--- src/rtl/msi_rx_pkg.sv ---
package msi_rx_pkg;
  localparam int REG_W  = 32;
  localparam int ADDR_W = 64;
  localparam int IDX_W  = 4;
  localparam int HALF_W = 16;

  typedef enum logic [IDX_W-1:0] {
    RI_ADDR_LO  = 4'd0,
    RI_ADDR_HI  = 4'd1,
    RI_DATA_CFG = 4'd2,
    RI_STATUS   = 4'd3,
    RI_SET      = 4'd4,
    RI_CLEAR    = 4'd5,
    RI_MASK     = 4'd6,
    RI_MASK_SET = 4'd7,
    RI_MASK_CLR = 4'd8
  } reg_idx_e;
endpackage

--- src/rtl/msi_cfg_regs.sv ---
module msi_cfg_regs
  import msi_rx_pkg::*;
(
  input  logic             clk,
  input  logic             rst_n,
  input  logic             reg_we,
  input  logic [IDX_W-1:0] reg_addr,
  input  logic [REG_W-1:0] reg_wdata,
  output logic [REG_W-1:0] addr_lo,
  output logic [REG_W-1:0] addr_hi,
  output logic [REG_W-1:0] data_cfg
);
  always_ff @(posedge clk or negedge rst_n) begin
    if (!rst_n) begin
      addr_lo  <= '0;
      addr_hi  <= '0;
      data_cfg <= '0;
    end else if (reg_we) begin
      case (reg_addr)
        RI_ADDR_LO:  addr_lo  <= reg_wdata;
        RI_ADDR_HI:  addr_hi  <= reg_wdata;
        RI_DATA_CFG: data_cfg <= reg_wdata;
        default: ;
      endcase
    end
  end
endmodule

--- src/rtl/msi_match.sv ---
module msi_match
  import msi_rx_pkg::*;
#(
  parameter int NUM_VEC = 8,
  localparam int VEC_W = (NUM_VEC > 1) ? $clog2(NUM_VEC) : 1
)(
  input  logic              wr_fire,
  input  logic [ADDR_W-1:0] wr_addr,
  input  logic [REG_W-1:0]  wr_data,
  input  logic [REG_W-1:0]  addr_lo,
  input  logic [REG_W-1:0]  addr_hi,
  input  logic [REG_W-1:0]  data_cfg,
  output logic              hit,
  output logic [VEC_W-1:0]  hit_vec
);
  logic [ADDR_W-1:0] target;
  logic [HALF_W-1:0] cmp_mask, pattern, low_data, vec_full;
  logic addr_ok, data_ok, vec_ok, enabled;
  logic unused_bits;

  assign enabled  = addr_lo[0];
  assign target   = {addr_hi, addr_lo[REG_W-1:2], 2'b00};
  assign cmp_mask = data_cfg[REG_W-1:HALF_W];
  assign pattern  = data_cfg[HALF_W-1:0];
  assign low_data = wr_data[HALF_W-1:0];
  assign vec_full = low_data & ~cmp_mask;

  assign addr_ok = (wr_addr == target);
  assign data_ok = ((low_data & cmp_mask) == (pattern & cmp_mask));
  assign vec_ok  = (vec_full < HALF_W'(NUM_VEC));

  assign hit     = wr_fire && enabled && addr_ok && data_ok && vec_ok;
  assign hit_vec = vec_full[VEC_W-1:0];

  assign unused_bits = ^{wr_data[REG_W-1:HALF_W], addr_lo[1]};
endmodule

--- src/rtl/msi_vec_bank.sv ---
module msi_vec_bank #(
  parameter int NUM_VEC = 8,
  localparam int VEC_W = (NUM_VEC > 1) ? $clog2(NUM_VEC) : 1
)(
  input  logic               clk,
  input  logic               rst_n,
  input  logic               hit,
  input  logic [VEC_W-1:0]   hit_vec,
  input  logic [NUM_VEC-1:0] set_bits,
  input  logic [NUM_VEC-1:0] clr_bits,
  input  logic [NUM_VEC-1:0] mset_bits,
  input  logic [NUM_VEC-1:0] mclr_bits,
  output logic [NUM_VEC-1:0] status_q,
  output logic [NUM_VEC-1:0] mask_q
);
  for (genvar i = 0; i < NUM_VEC; i++) begin : g_vec
    logic ev;
    assign ev = hit && (hit_vec == VEC_W'(i));

    always_ff @(posedge clk or negedge rst_n) begin
      if (!rst_n) begin
        status_q[i] <= 1'b0;
        mask_q[i]   <= 1'b1;
      end else begin
        // arriving event or forced set overrides a clear in the same cycle
        status_q[i] <= (status_q[i] & ~clr_bits[i]) | set_bits[i] | ev;
        if (mset_bits[i])      mask_q[i] <= 1'b1;
        else if (mclr_bits[i]) mask_q[i] <= 1'b0;
      end
    end
  end
endmodule

--- src/rtl/msi_rx_intc.sv ---
module msi_rx_intc
  import msi_rx_pkg::*;
#(
  parameter int NUM_VEC = 8,
  parameter int BIT_OFS = 24,
  localparam int VEC_W = (NUM_VEC > 1) ? $clog2(NUM_VEC) : 1
)(
  input  logic        clk,
  input  logic        rst_n,
  input  logic        wr_valid,
  output logic        wr_ready,
  input  logic [63:0] wr_addr,
  input  logic [31:0] wr_data,
  input  logic        reg_we,
  input  logic [3:0]  reg_addr,
  input  logic [31:0] reg_wdata,
  output logic [31:0] reg_rdata,
  output logic        irq
);
  logic [REG_W-1:0]   addr_lo, addr_hi, data_cfg;
  logic               rx_en, hit, rdy_q;
  logic [VEC_W-1:0]   hit_vec;
  logic [NUM_VEC-1:0] status_q, mask_q, wfield;
  logic [NUM_VEC-1:0] set_bits, clr_bits, mset_bits, mclr_bits;
  logic [REG_W-1:0]   status_word, mask_word;
  logic               unused_wdata;

  always_ff @(posedge clk or negedge rst_n) begin
    if (!rst_n) rdy_q <= 1'b0;
    else        rdy_q <= 1'b1;
  end
  assign wr_ready = rdy_q;
  assign rx_en    = addr_lo[0];

  msi_cfg_regs u_cfg (
    .clk(clk), .rst_n(rst_n), .reg_we(reg_we), .reg_addr(reg_addr),
    .reg_wdata(reg_wdata), .addr_lo(addr_lo), .addr_hi(addr_hi),
    .data_cfg(data_cfg)
  );

  msi_match #(.NUM_VEC(NUM_VEC)) u_match (
    .wr_fire(wr_valid && wr_ready), .wr_addr(wr_addr), .wr_data(wr_data),
    .addr_lo(addr_lo), .addr_hi(addr_hi), .data_cfg(data_cfg),
    .hit(hit), .hit_vec(hit_vec)
  );

  assign wfield    = reg_wdata[BIT_OFS +: NUM_VEC];
  assign set_bits  = (reg_we && reg_addr == RI_SET)      ? wfield : '0;
  assign clr_bits  = (reg_we && reg_addr == RI_CLEAR)    ? wfield : '0;
  assign mset_bits = (reg_we && reg_addr == RI_MASK_SET) ? wfield : '0;
  assign mclr_bits = (reg_we && reg_addr == RI_MASK_CLR) ? wfield : '0;
  assign unused_wdata = ^reg_wdata;

  msi_vec_bank #(.NUM_VEC(NUM_VEC)) u_bank (
    .clk(clk), .rst_n(rst_n), .hit(hit), .hit_vec(hit_vec),
    .set_bits(set_bits), .clr_bits(clr_bits), .mset_bits(mset_bits),
    .mclr_bits(mclr_bits), .status_q(status_q), .mask_q(mask_q)
  );

  always_comb begin
    status_word = '0;
    mask_word   = '0;
    status_word[BIT_OFS +: NUM_VEC] = status_q;
    mask_word[BIT_OFS +: NUM_VEC]   = mask_q;
  end

  always_comb begin
    case (reg_addr)
      RI_ADDR_LO:  reg_rdata = addr_lo;
      RI_ADDR_HI:  reg_rdata = addr_hi;
      RI_DATA_CFG: reg_rdata = data_cfg;
      RI_STATUS:   reg_rdata = status_word;
      RI_MASK:     reg_rdata = mask_word;
      default:     reg_rdata = '0;
    endcase
  end

  assign irq = |(status_q & ~mask_q);
endmodule

--- config.mk ---
export PLATFORM = sky130hd
export DESIGN_NAME = msi_rx_intc
export DESIGN_NICKNAME = d
export VERILOG_FILES = /design/src/rtl/msi_rx_pkg.sv /design/src/rtl/msi_cfg_regs.sv /design/src/rtl/msi_match.sv /design/src/rtl/msi_vec_bank.sv /design/src/rtl/msi_rx_intc.sv
export SDC_FILE = /design/constraint.sdc
export NUM_CORES = 1
export LEC_CHECK = 0
export BUFFER_PORTS_ARGS = -buffer_cell sky130_fd_sc_hd__buf_2
export CORE_MARGIN = 5
export CORE_UTILIZATION = 39
export CTS_BUF_LIST = sky130_fd_sc_hd__clkbuf_2 sky130_fd_sc_hd__clkbuf_4 sky130_fd_sc_hd__clkbuf_8
export DETAILED_ROUTE_END_ITERATION = 7
export GPL_TIMING_DRIVEN = 0
export PLACE_DENSITY = 0.6
export SYNTH_ARGS = -nofsm -noshare
export SYNTH_HDL_FRONTEND = slang
export SYNTH_SLANG_ARGS = --single-unit
--- constraint.sdc ---
create_clock -name clk -period 5.3 [get_ports clk]
set_input_delay 0.795 -clock clk [delete_from_list [all_inputs] [get_ports clk]]
set_output_delay 0.795 -clock clk [all_outputs]
set_load 0.01 [all_outputs]
=== Word-level counts from Yosys, hierarchy flattened ===
Index checks and enable logic that the tools add are counted.

* Bits of input ports: 136
* Bits in registers: 113
* Logic and storage cells: 128
* Output and inout port bits: 34

* Bitwise gates (word level): 38
* $lt $le $gt $ge: 1
* Mux-type cells: 21
* Reduce and logical (&&, ||, !) cells: 31
* Equal/unequal tests: 17

{| class="wikitable"
|+ Operators by type and width
! kind !! number
|-
| 32-bit case mux with 5 select lines || 1
|-
| 64-bit == test || 1
|-
| 16-bit bitwise AND || 3
|-
| 8-bit two-way mux || 4
|-
| 1-bit logical AND || 17
|-
| 16-bit == test || 1
|-
| 4-bit by 3-bit == test with 1-bit output (second input constant) || 4
|-
| 16-bit by 4-bit less-than comparator with 1-bit output (second input constant) || 1
|-
| 1-bit two-way mux || 16
|-
| 16-bit NOT || 1
|-
| 1-bit OR || 16
|-
| 2-bit nonzero test || 8
|-
| 3-bit == test (second input constant) || 4
|-
| 1-bit bitwise AND || 8
|-
| 8-bit bitwise AND || 1
|-
| 4-bit by 2-bit == test with 1-bit output (second input constant) || 2
|-
| 1-bit NOT || 8
|-
| 8-bit NOT || 1
|-
| 8-bit OR reduction || 1
|-
| 3-bit by 2-bit == test with 1-bit output (second input constant) || 2
|-
| 2-bit AND reduction || 3
|-
| 4-bit by 1-bit == test with 1-bit output (second input constant) || 1
|-
| 4-bit == test (second input constant) || 1
|-
| 4-bit zero test || 1
|-
| other kinds (2) || 2
|}

=== Logic depth before layout (Yosys ltp) ===
* Depth after elaboration: 7
* Mapped depth: 7
* Depth with buffers taken out: 6

=== Hierarchy ===
From an unflattened synthesis, not the netlist that was laid out.

* Cells, all modules: 597
* Area, all modules: 6757.7 um2

{| class="wikitable"
|+ By module, submodules not included
! module !! cells an instance !! times used !! area an instance (um2) !! sequential area each (um2)
|-
| msi_cfg_regs || 207 || 1 || 3723.6 || 2402.3
|-
| msi_rx_intc || 205 || 1 || 1365.1 || 25.0
|-
| msi_match || 132 || 1 || 1014.7 || 0.0
|-
| msi_vec_bank || 53 || 1 || 654.4 || 410.4
|}

=== Worst setup path after synthesis ===
Ideal clock, no wire load.

* Path type: input to output
* Start: input port reg_addr[0]
* End: output port reg_rdata[13]
* Data required time: 4505 ps
* Path buffers: 3
* Data arrival time: 1988 ps
* Stages: 7
* Setup slack: 2517 ps
* Path through: buf_2 -> buf_2 -> buf_2 -> mux2i_1 -> nor2_1 -> a21oi_1 -> nor2_1

* Word-level cells in the longest chain between the ends: 2
* Elaborated cells between the ends (all ways): 6
* Those cells by class: 4 x eq/ne; 1 x mux; 1 x reduce/logical

{| class="wikitable"
|+ Ends and longest elaborated chain
! element !! line !! text
|-
| start, declared || msi_rx_intc.sv:15 || <nowiki>input logic [3:0] reg_addr,</nowiki>
|-
| 4-bit by 3-bit == test with 1-bit output, or another cell as far along || msi_rx_intc.sv:68 || <nowiki>case (reg_addr)</nowiki>
|-
| 32-bit case mux with 5 select lines * || msi_rx_intc.sv:68 ||
|-
| end, declared || msi_rx_intc.sv:17 || <nowiki>output logic [31:0] reg_rdata,</nowiki>
|}

Every way passes the cells marked *; elsewhere a longest branch is shown, timed or not.

=== Worst setup path after layout ===
* Start: input port reg_addr[1]
* End: output port reg_rdata[15]

The elaborated chain is that of the path after synthesis.

==> results.yml <==
run_status:
  status: "finished clean"
clock_network:
  cts_sinks: 113
  cts.reportedPaths.clkPinSlew_ns: 0.07
  cts_tree: "built"
  ctsHoldBuffers: 0
  cts_post_setup_buffers_inserted: 0
  root_buffer: "sky130_fd_sc_hd__clkbuf_8"
  worst_skew_pair.late_latency_ns: 0.45
  number_of_clock_buffers_inserted_by_tritoncts: 17
  h-tree-depth: 4
  post_cts_resized: 0
  cts_max_path_buffers: 2
sta:
  final_critical_path_setup_slack_ns: 1.73
  timing_hold_violations_final: 0
  clock_skew_ns: 0.0115
  setup_repair_after_global_routing_missed_its_margin: "false"
  max_slew.worst_pin.slew_ns: 0.863
  setup-violations-final: 0
  maxClockFrequency_mhz: 280
  timing_max_transition_violations_final: 0
  timing.setup.tns_ns: 0
  period_share_pct: 67.3
  timing.max_slew.rel_slack_pct: 42.3
  finalCriticalPeriod_ns: 3.57
route:
  drt-initial-drc-count: 347
  first_pass_iters: 5
  routed_via_density: 5.51
  post-route-drc-count: 0
  average_detailed_routed_wire_length_per_instance_um: 22.5
  detail-route-antenna-nets: 0
  drt_wl_total_um: 22700
  detailroute.via_count: 5570
cells_and_area:
  nFillCells: 1579
  layout.nets: 913
  insertedDiodeCount: 0
  flow.area_growth_from_synthesis_pct: 22.9
  final_core_util_pct: 48.5
  layout-drive-gt1-share_pct: 40.1
power:
  ir_drop_v: 0.000165
  power_switching_share_pct: 32.9
  total_switching_power_mw: 0.962
  power.share.combinational_pct: 25.2
  p_clk_share_pct: 30.6
  p_total_mw: 2.92
  power.sequential.fraction_pct: 44.2
  intPower_mw: 1.96
  power.static_leakage_nw: 3.77
  power.density_cell_area_nw_per_um2: 365
worst_setup_path:
  depth_of_the_most_critical_reg_to_reg_path: 6
  r2r-end: "u_bank.status_q[7]$_DFF_PN0_"
  worstSetupEndpoint: "reg_rdata[15]"
  critPathLaunchType: "primary input"
  worst-endpoint-required_ns: 4.51
  reg2reg_setup_slack_ns: 2.90
  worst_r2r_startpoint: "u_cfg.addr_lo[10]$_DFFE_PN0P_"
  cp_cell_sequence: "clkbuf_1 > clkbuf_1 > buf_1 > nor2_1 > a21oi_1 > nor2_1 > buf_2"
  worst_path_max_delay_cell: "sky130_fd_sc_hd__buf_1"
  critPathKind: "in2out"
  timing.critical_path.slowest_cell_delay_ns: 0.57
  cp_num_buf_inv: 4
  cp-end-kind: "primary output"
  timing.critical_path.max_delay_family: "buffers and inverters"
  stages_on_the_worst_setup_path: 7
  arrival_time_reported_for_the_critical_path_endpoint_ns: 2.77
  worst-path-max-fanout: 10
  critical_path.startpoint: "reg_addr[1]"
yosys:
  synth.cell_area_um2: 6500
  dominantRegCellSynth: "sky130_fd_sc_hd__dfrtp_1"
  synth_edf_count: 0
  yosys_register_bits: 113
  yosysWarnings: 0
  synthDistinctLibCells: 50
  syn_area_per_cell_um2: 10.7
  netlist_instances: 606
  ys_async_sr_fraction_pct: 100
  mappedNetlistNets: 742
  synth_sequential_area_ratio_pct: 43.6
grt:
  number_of_antenna_violations_at_the_first_check_in_global_routing: 1
  grt_pass1_vias: 6064
  global_route_usage_over_all_layers_pct: 23.6
  grt_pass1_wl_um: 34900
  grt_max_degree: 75
  overflow: 0
place:
  post-place-ws_ns: 1.72
  buffer_ports.inserted: 151
  routabilityCongestion: 0.928
  dp.final_hpwl_um: 17700
die:
  core_area_um2: 16500
  initial_utilization_pct: 39.5
  die_area_um2: 19400
  row_count: 47
  io_pins: 170
  die_y_um: 139
  die_w_um: 139
hold_path:
  hold_path_class: "in2async"
flow_run:
  cap_violations: 0
==> state kept, by name (all words and copies together) (netlist names) <==
name,flops
wr_ready,1
u_cfg.addr_lo,32
u_cfg.addr_hi,32
u_cfg.data_cfg,32
u_bank.mask_q,8
u_bank.status_q,8
==> through the flow <==
step           hold slack (ns)  instances  instance area [um2]
2_1_floorplan            0.480        606                 6500
3_3_place_gp             0.489        977                 7530
6_report                 0.261       1010                 7990
5_1_grt                  0.281       1010                 7990
3_5_place_dp             0.494        978                 7570
4_1_cts                  0.258       1010                 7990
==> cell usage after synthesis, types with 3 or more instances <==
library cell | instances | area share [%]
sky130_fd_sc_hd__a21oi_1 | 40 | 3.1
sky130_fd_sc_hd__a22o_1 | 8 | 1.1
sky130_fd_sc_hd__a22o_2 | 3 | 0.46
sky130_fd_sc_hd__a22oi_1 | 11 | 1.3
sky130_fd_sc_hd__a31o_1 | 8 | 1.1
sky130_fd_sc_hd__a31oi_1 | 8 | 0.77
sky130_fd_sc_hd__buf_2 | 12 | 0.92
sky130_fd_sc_hd__clkbuf_1 | 13 | 0.75
sky130_fd_sc_hd__dfrtp_1 | 105 | 40
sky130_fd_sc_hd__dfstp_2 | 8 | 3.2
sky130_fd_sc_hd__inv_1 | 31 | 1.8
sky130_fd_sc_hd__mux2_2 | 90 | 16
sky130_fd_sc_hd__mux2i_1 | 28 | 4.3
sky130_fd_sc_hd__mux4_2 | 4 | 1.4
sky130_fd_sc_hd__nand2_1 | 18 | 1.0
sky130_fd_sc_hd__nand2b_1 | 9 | 0.87
sky130_fd_sc_hd__nand3_1 | 7 | 0.54
sky130_fd_sc_hd__nand4_1 | 5 | 0.48
sky130_fd_sc_hd__nor2_1 | 56 | 3.2
sky130_fd_sc_hd__nor2b_1 | 5 | 0.48
sky130_fd_sc_hd__nor3_1 | 7 | 0.54
sky130_fd_sc_hd__nor4_1 | 13 | 1.3
sky130_fd_sc_hd__o2111ai_1 | 3 | 0.40
sky130_fd_sc_hd__o21ai_0 | 6 | 0.46
sky130_fd_sc_hd__o22ai_1 | 17 | 1.6
sky130_fd_sc_hd__or2b_1 | 3 | 0.35
sky130_fd_sc_hd__xnor2_1 | 5 | 0.67
sky130_fd_sc_hd__xor2_1 | 55 | 7.4
==> how the worst min path moves through the flow <==
stage	start	slack [ns]	cells past startpoint	to
after floorplan	u_cfg.addr_lo[1]$_DFFE_PN0P_	0.48	1	u_cfg.addr_lo[1]$_DFFE_PN0P_
after global placement	u_cfg.addr_lo[1]$_DFFE_PN0P_	0.49	1	u_cfg.addr_lo[1]$_DFFE_PN0P_
after detailed placement	u_cfg.addr_lo[1]$_DFFE_PN0P_	0.49	1	u_cfg.addr_lo[1]$_DFFE_PN0P_
after CTS	rst_n	0.26	1	u_cfg.addr_hi[2]$_DFFE_PN0P_
after global routing	rst_n	0.28	1	u_cfg.addr_hi[2]$_DFFE_PN0P_
final	rst_n	0.26	1	u_cfg.addr_hi[2]$_DFFE_PN0P_
==> area by class of cell <==
class                   count  area (um2)  area share [%]
repair buffers            152         790            9.88
multi-input cells         432        3400            42.6
inverters                  32         120            1.50
clock inverters            15         191            2.40
plain buffers              29         141            1.77
well taps                 220         275            3.44
flip-flops and latches    113        2840            35.5
clock buffers              17         234            2.93
==> power groups by stage <==
stage               combinational [mW]  sequential, mW  clock (mW)
finish                           0.734            1.29       0.894
global route                     0.805            1.31       0.945
CTS                              0.737            1.29       0.908
detailed placement               0.733            1.30           0
global placement                 0.711            1.29           0
floorplan                        0.497            1.22           0
==> cells in the final DEF, fill, tap and decap left out, types with 3 or more instances in the layout <==
cell,n
sky130_fd_sc_hd__buf_2,162
sky130_fd_sc_hd__dfrtp_1,105
sky130_fd_sc_hd__mux2_2,90
sky130_fd_sc_hd__nor2_1,56
sky130_fd_sc_hd__xor2_1,55
sky130_fd_sc_hd__a21oi_1,40
sky130_fd_sc_hd__inv_1,31
sky130_fd_sc_hd__mux2i_1,28
sky130_fd_sc_hd__clkbuf_8,18
sky130_fd_sc_hd__nand2_1,18
sky130_fd_sc_hd__o22ai_1,17
sky130_fd_sc_hd__clkbuf_1,13
sky130_fd_sc_hd__nor4_1,13
sky130_fd_sc_hd__a22oi_1,11
sky130_fd_sc_hd__nand2b_1,9
sky130_fd_sc_hd__a31oi_1,8
sky130_fd_sc_hd__a31o_1,8
sky130_fd_sc_hd__a22o_1,8
sky130_fd_sc_hd__dfstp_2,8
sky130_fd_sc_hd__nand3_1,7
sky130_fd_sc_hd__nor3_1,7
sky130_fd_sc_hd__o21ai_0,6
sky130_fd_sc_hd__clkinv_2,6
sky130_fd_sc_hd__nor2b_1,5
sky130_fd_sc_hd__xnor2_1,5
sky130_fd_sc_hd__nand4_1,5
sky130_fd_sc_hd__mux4_2,4
sky130_fd_sc_hd__bufinv_16,4
sky130_fd_sc_hd__o2111ai_1,3
sky130_fd_sc_hd__a22o_2,3
sky130_fd_sc_hd__or2b_1,3
==> kinds of logic after synthesis <==
logic type,synth area share [%]
and+or+nand+nor,11.4
AOI/OAI and AO/OA,11.5
other,0.0577
muxes,21.3
xor gates and xnor gates,8.08
DFF,43.6
buffers and inverters,4.02
==> routing by layer <==
metal  share of wire, %  track usage, %
met2                 47            37.4
met1                 43            30.7
met3                7.1            6.62
met5              0.040               0
met4                3.1            8.96
Note: power is estimated with default switching activity, not from simulation.
